## src/rtl/sc_deact_pkg.sv

```systemverilog
package sc_deact_pkg;

    typedef enum logic [2:0] {
        ST_IDLE,
        ST_RST_LOW,
        ST_CLK_STOP,
        ST_IO_LOW,
        ST_DONE
    } seq_state_e;

    typedef enum logic [2:0] {
        EV_NONE,
        EV_T0,
        EV_CLK,
        EV_IO,
        EV_VCC,
        EV_EMERG
    } step_ev_e;

    typedef struct packed {
        logic       rst_n;
        logic       clk_en;
        logic       clk_stop;
        logic       io;
        logic       io_dis;
        logic [1:0] vsel;
        logic       shutdown;
    } card_drv_t;

    // Gap from T0 to the clock-stop step, in clocks
    function automatic int gap_first(input int td, input logic alt);
        return alt ? (5 * td + td / 2) : (5 * td);
    endfunction

    // Gap from the clock-stop step to the I/O-low step
    function automatic int gap_second(input int td, input logic alt);
        return alt ? (td / 2) : td;
    endfunction

    // Gap from the I/O-low step to supply off
    function automatic int gap_third(input int td);
        return td;
    endfunction

    function automatic card_drv_t drv_powered(input logic [1:0] von);
        card_drv_t d;
        d.rst_n    = 1'b1;
        d.clk_en   = 1'b1;
        d.clk_stop = 1'b0;
        d.io       = 1'b0;
        d.io_dis   = 1'b0;
        d.vsel     = von;
        d.shutdown = 1'b0;
        return d;
    endfunction

    function automatic card_drv_t drv_final();
        card_drv_t d;
        d.rst_n    = 1'b0;
        d.clk_en   = 1'b0;
        d.clk_stop = 1'b1;
        d.io       = 1'b0;
        d.io_dis   = 1'b1;
        d.vsel     = 2'b00;
        d.shutdown = 1'b1;
        return d;
    endfunction

    function automatic card_drv_t drv_step(input card_drv_t cur, input step_ev_e ev);
        card_drv_t d;
        d = cur;
        case (ev)
            EV_T0: begin
                d.rst_n    = 1'b0;
                d.shutdown = 1'b1;
            end
            EV_CLK: begin
                d.clk_en   = 1'b0;
                d.clk_stop = 1'b1;
                d.io       = 1'b1;
                d.io_dis   = 1'b1;
            end
            EV_IO:    d.io   = 1'b0;
            EV_VCC:   d.vsel = 2'b00;
            EV_EMERG: d      = drv_final();
            default:  d      = cur;
        endcase
        return d;
    endfunction

endpackage

```

## src/rtl/sc_deact_trig.sv

```systemverilog
module sc_deact_trig #(
    parameter int NSRC = 4
) (
    input  logic [NSRC-1:0] req,
    output logic            any_req
);
    logic [NSRC:0] chain;

    assign chain[0] = 1'b0;
    for (genvar i = 0; i < NSRC; i++) begin : g_or
        assign chain[i+1] = chain[i] | req[i];
    end
    assign any_req = chain[NSRC];
endmodule

```

## src/rtl/sc_deact_timer.sv

```systemverilog
module sc_deact_timer #(
    parameter int CW = 6
) (
    input  logic          clk,
    input  logic          rst,
    input  logic          load,
    input  logic [CW-1:0] load_val,
    output logic          expired
);
    logic [CW-1:0] cnt;

    always_ff @(posedge clk) begin
        if (rst) begin
            cnt <= '0;
        end else if (load) begin
            cnt <= load_val;
        end else if (cnt != '0) begin
            cnt <= cnt - CW'(1);
        end
    end

    assign expired = (cnt == '0);
endmodule

```

## src/rtl/sc_deact_fsm.sv

```systemverilog
module sc_deact_fsm
    import sc_deact_pkg::*;
#(
    parameter int TD_CLKS = 8,
    parameter int CW      = 6
) (
    input  logic          clk,
    input  logic          rst,
    input  logic          start,
    input  logic          emerg,
    input  logic          alt_mode,
    input  logic          rearm,
    input  logic          expired,
    output logic          load,
    output logic [CW-1:0] load_val,
    output step_ev_e      ev,
    output logic          done
);
    localparam logic [CW-1:0] L1_NORM = CW'(gap_first(TD_CLKS, 1'b0) - 1);
    localparam logic [CW-1:0] L1_ALT  = CW'(gap_first(TD_CLKS, 1'b1) - 1);
    localparam logic [CW-1:0] L2_NORM = CW'(gap_second(TD_CLKS, 1'b0) - 1);
    localparam logic [CW-1:0] L2_ALT  = CW'(gap_second(TD_CLKS, 1'b1) - 1);
    localparam logic [CW-1:0] L3      = CW'(gap_third(TD_CLKS) - 1);

    seq_state_e state, state_nxt;
    logic       alt_q;

    always_comb begin
        state_nxt = state;
        ev        = EV_NONE;
        load      = 1'b0;
        load_val  = '0;
        if (emerg) begin
            ev        = EV_EMERG;
            state_nxt = ST_DONE;
        end else begin
            case (state)
                ST_IDLE: if (start) begin
                    ev        = EV_T0;
                    state_nxt = ST_RST_LOW;
                    load      = 1'b1;
                    load_val  = alt_mode ? L1_ALT : L1_NORM;
                end
                ST_RST_LOW: if (expired) begin
                    ev        = EV_CLK;
                    state_nxt = ST_CLK_STOP;
                    load      = 1'b1;
                    load_val  = alt_q ? L2_ALT : L2_NORM;
                end
                ST_CLK_STOP: if (expired) begin
                    ev        = EV_IO;
                    state_nxt = ST_IO_LOW;
                    load      = 1'b1;
                    load_val  = L3;
                end
                ST_IO_LOW: if (expired) begin
                    ev        = EV_VCC;
                    state_nxt = ST_DONE;
                end
                ST_DONE: if (rearm && !start) begin
                    state_nxt = ST_IDLE;
                end
                default: state_nxt = ST_IDLE;
            endcase
        end
    end

    always_ff @(posedge clk) begin
        if (rst) begin
            state <= ST_IDLE;
            alt_q <= 1'b0;
        end else begin
            state <= state_nxt;
            if (state == ST_IDLE && start && !emerg) begin
                alt_q <= alt_mode;
            end
        end
    end

    assign done = (state == ST_DONE);
endmodule

```

## src/rtl/sc_deact_drive.sv

```systemverilog
module sc_deact_drive
    import sc_deact_pkg::*;
#(
    parameter logic [1:0] VSEL_ON = 2'b10
) (
    input  logic      clk,
    input  logic      rst,
    input  step_ev_e  ev,
    output card_drv_t drv
);
    always_ff @(posedge clk) begin
        if (rst) begin
            drv <= drv_powered(VSEL_ON);
        end else begin
            drv <= drv_step(drv, ev);
        end
    end
endmodule

```

## src/rtl/sc_deact_seq.sv

```systemverilog
module sc_deact_seq
    import sc_deact_pkg::*;
#(
    parameter int         TD_CLKS = 8,
    parameter logic [1:0] VSEL_ON = 2'b10
) (
    input  logic       clk,
    input  logic       rst,
    input  logic       pin_low_req,
    input  logic       pwr_warn_req,
    input  logic       sw_reset_req,
    input  logic       sw_verr_req,
    input  logic       emerg_pf,
    input  logic       alt_clk_mode,
    input  logic       rearm,
    output logic       card_rst,
    output logic       card_clk_en,
    output logic       clk_stop,
    output logic       card_io,
    output logic       io_dis,
    output logic [1:0] vsel,
    output logic       shutdown,
    output logic       seq_done
);
    localparam int NSRC    = 4;
    localparam int MAX_GAP = gap_first(TD_CLKS, 1'b1);
    localparam int CW      = $clog2(MAX_GAP + 1);

    logic          any_req;
    logic          load;
    logic [CW-1:0] load_val;
    logic          expired;
    step_ev_e      ev;
    card_drv_t     drv;

    sc_deact_trig #(.NSRC(NSRC)) u_trig (
        .req     ({sw_verr_req, sw_reset_req, pwr_warn_req, pin_low_req}),
        .any_req (any_req)
    );

    sc_deact_timer #(.CW(CW)) u_timer (
        .clk      (clk),
        .rst      (rst),
        .load     (load),
        .load_val (load_val),
        .expired  (expired)
    );

    sc_deact_fsm #(.TD_CLKS(TD_CLKS), .CW(CW)) u_fsm (
        .clk      (clk),
        .rst      (rst),
        .start    (any_req),
        .emerg    (emerg_pf),
        .alt_mode (alt_clk_mode),
        .rearm    (rearm),
        .expired  (expired),
        .load     (load),
        .load_val (load_val),
        .ev       (ev),
        .done     (seq_done)
    );

    sc_deact_drive #(.VSEL_ON(VSEL_ON)) u_drive (
        .clk (clk),
        .rst (rst),
        .ev  (ev),
        .drv (drv)
    );

    assign card_rst    = drv.rst_n;
    assign card_clk_en = drv.clk_en;
    assign clk_stop    = drv.clk_stop;
    assign card_io     = drv.io;
    assign io_dis      = drv.io_dis;
    assign vsel        = drv.vsel;
    assign shutdown    = drv.shutdown;
endmodule

```

## config.mk

```make
export PLATFORM = sky130hd
export DESIGN_NAME = sc_deact_seq
export DESIGN_NICKNAME = d
export VERILOG_FILES = /design/src/rtl/sc_deact_pkg.sv /design/src/rtl/sc_deact_trig.sv /design/src/rtl/sc_deact_timer.sv /design/src/rtl/sc_deact_fsm.sv /design/src/rtl/sc_deact_drive.sv /design/src/rtl/sc_deact_seq.sv
export SDC_FILE = /design/constraint.sdc
export NUM_CORES = 1
export LEC_CHECK = 0
export BUFFER_PORTS_ARGS = -buffer_cell sky130_fd_sc_hd__buf_2
export CAP_MARGIN = 20
export CELL_PAD_IN_SITES_DETAIL_PLACEMENT = 1
export CELL_PAD_IN_SITES_GLOBAL_PLACEMENT = 1
export CORE_ASPECT_RATIO = 1.5
export CORE_UTILIZATION = 39
export DETAILED_ROUTE_END_ITERATION = 12
export GPL_TIMING_DRIVEN = 1
export MAX_ROUTING_LAYER = met4
export PLACE_DENSITY_LB_ADDON = 0.2
export SETUP_SLACK_MARGIN = 0.4
export SKIP_CTS_REPAIR_TIMING = 1
export SLEW_MARGIN = 10
export SYNTH_ARGS = -nofsm -noshare
export SYNTH_HDL_FRONTEND = slang
export SYNTH_SLANG_ARGS = --single-unit
```

## constraint.sdc

```tcl
create_clock -name clk -period 2.2 [get_ports clk]
set_input_delay 0.11 -clock clk [delete_from_list [all_inputs] [get_ports clk]]
set_output_delay 0.11 -clock clk [all_outputs]
set_load 0.05 [all_outputs]
```

==> results.md <==
* Combinational power share at 46.9%
* Wire length of the first global-routing pass at between 3000 and 4000 um
* Total standard cell area after synthesis at 880.8 um^2
* Most area-hungry cell type in the Yosys netlist: dfxtp_1
* Clock slew at reported path FFs at 100 ps
* FMAX at 586.0 MHz
* Setup violation total in the final timing report at 0
* Worst setup EP type: flop
* Max_cap viols at 0
* Maximum number of pins on one net before global-route repair at 17
* Post-Synthesis Mean Instance Area at 8.721 um^2
* Die Y at between 60 and 70 um
* Clock tree from TritonCTS: done
* Std-Cell Rows at 20
* Area of the die at 2457 um^2
* Internal portion of total power at between 700 and 800 uW
* Class of the tightest hold or removal check: input port to flop
* Count of flip-flops with a built-in enable after synthesis at 0
* Diode count at 0
* Clock Latency Late Sink at 280 ps
* I/O pin count at 18
* Unrepaired setup endpoints after global routing: true
* Routed wire length per instance at 16.15 um
* Portion of the clock cycle consumed by the worst path in the final layout at 77.56%
* Worst-path maximum fanout at 6
* Starting Density at 42.41%
* Number of buffers added by the clock tree synthesis step at 3
* Met1 GRT Util at a little under a quarter
* Run status: completed
* Number of clock sinks seen by CTS at 16
* Met2 Resource Use GR at between 30% and 40%
* Net count of the finished layout at roughly 130
* Startpoint kind of the worst setup timing path: flop
* P_sw at 504.1 uW
* Final hold vios at 0
* Met3 track demand over resource at 2.230%
* Dominant synthesized flop cell: dfxtp_1
* Cell types occupying the most area after synthesis: dfxtp_1, a21oi_1, nor3_1
* GRT Max-Usage Layer: met2
* Placeable core area at 2077 um^2
* Filler instances at 271
* Distinct cells, synth at 40
* Initial antenna violation count at 0
* Hold slack final at a little over 80 ps
* Yosys Warn Count at 0
* Seq cells post-synth at 16
* I/O Buffers at 16
* Detailed Route Iter0 Violations at 17
* Max-slew violation count at 0
* Vias in the first global route at 844
* Total wirelength of the detailed-routed design at 2212 um
* Count of TritonRoute iterations in the first routing pass at 4
* Post-layout utilization of the core at 48.37%
* Sequential share of power at a little under two fifths
* Post-synthesis instance total at between 100 and 150
* Total via count in the routed design at 809
* Layout Skew at ~3.8 ps
* Crit path time final at roughly 1700 ps
* Fraction of final layout cells sized beyond drive strength 1 at 27.83%
* Max Buffers Root-to-Sink at 2
* Post-synthesis net count at roughly 110
* Gpl congestion at 0.8781
* Power share of the clock group at 16.3%
* Power per standard cell area at 1207 nW/um^2
* Path type of the worst setup path: flop to flop
* Seq/Total Area, Yosys at 36.36%
* HPWL after detailed placement at roughly 1700 um
* Proportion of register bits with asynchronous set or reset after synthesis at 0%
* Fraction of power spent switching nets at 41.58%
* Share of Yosys cell area claimed by the top area cell type at 36.36%
* Area growth from synthesis to layout at 14.06%
* Peak supply drop at 0.3977 mV
* H-tree levels at 1
* Post-route DRC at 0
* Drt via density at 5.905
* Number of routed nets with antenna violations at 0
* Static power due to leakage at ~0.41 nW
* Die Wd at 40.81 um
* Critical Path RT at 2410 ps
* Sum Neg Setup Slack at 0 ps
* Overall track demand over capacity in global routing at 22.52%
* CTS root buf: clkbuf_4
* Signal arrival time at the worst endpoint at 1920 ps
* Remaining Overflow, GRT at 0
## cells by family after synthesis
family | count (synthesis) | share of synthesized area, %
compound gates | 27 | 20.60
mux | 1 | 1.278
other cells | 1 | 0.4257
xor+xnor | 5 | 4.972
fa+ha+maj | 2 | 2.840
buf+inv | 12 | 6.532
simple gates | 37 | 26.99
flops | 16 | 36.36
## power by group through the flow
stage	Sequential (mW)	Clock, mW	Combinational, mW
finish	0.446	0.198	0.569
global route	0.459	0.218	0.634
CTS	0.444	0.204	0.549
detailed placement	0.451	0	0.543
global placement	0.446	0	0.530
floorplan	0.451	0	0.428
## flip-flops by register name, indices dropped and copies added, names as in the netlist
| name | flops |
|---|---|
| u_drive.drv | 6 |
| u_fsm.alt_q | 1 |
| u_fsm.state | 3 |
| u_timer.cnt | 6 |
## cells in the final DEF, fill, tap and decap left out, types with 2 or more instances in the layout
cell	n
buf_2	16
dfxtp_1	16
a21oi_1	11
inv_1	6
nor2_1	5
nor3_1	5
nand2_1	5
nand3_1	4
xnor2_1	3
a21o_1	3
nor4_1	3
clkbuf_4	3
nor3_2	2
xor2_1	2
a31oi_1	2
or3_1	2
ha_1	2
## final timing paths
kind,from,to,slack (ps),depth (start not counted)
max reg2reg,u_timer.cnt[0],u_timer.cnt[2],490,6
min reg2reg,u_drive.drv[0],u_drive.drv[0],450,2
max,u_timer.cnt[0],u_timer.cnt[2],490,6
min,emerg_pf,u_drive.drv[4],80,2
## worst max-delay path: stages, from the launching register on
cell and delay [ps]:
dfxtp_1 390, inv_1 80, ha_1 220, nor3b_4 180, and4_1 260, or3_1 330, a211oi_2 170
## per-stage QoR
step                      std cells  setup slack (ps)  power [mW]  instance area (um^2)
after floorplan                 101             666.8      0.8784                 885.9
after global routing            137             387.8       1.310                  1005
final                           137             493.6       1.212                  1005
after CTS                       137             490.0       1.197                 994.7
after global placement          133             529.1      0.9759                 958.4
after detailed placement        133             502.1      0.9941                 958.4
## final cells by class
type	instances	area (um^2)	area share (%)
flip-flops and latches	16	320.3	31.88
repair buffers	16	80.08	7.970
well taps	22	27.53	2.740
inverters	6	22.52	2.242
clock buffers	4	36.28	3.611
multi-input cells	73	518.0	51.56
## Yosys cell counts (2+ instances only)
library cell and count:
a21o_1 3, ha_1 2, a21oi_1 11, a31oi_1 2, nor4_1 3, or3_1 2, xnor2_1 3, buf_4 3
inv_1 6, nand2_1 6, nor2_1 6, nand3_1 4, dfxtp_1 16, xor2_1 2, nor3_1 6, o31ai_1 2
## per-layer routing
layer | vias up | routed length, um | share of wire [%]
met5 | - | 0 | 0
met3 | 7 | 60 | 2.7
met1 | 382 | 859 | 39
met4 | 0 | 87 | 3.9
met2 | 22 | 1204 | 54
li1 | 398 | - | -
Note: power is estimated with default switching activity, not from simulation.
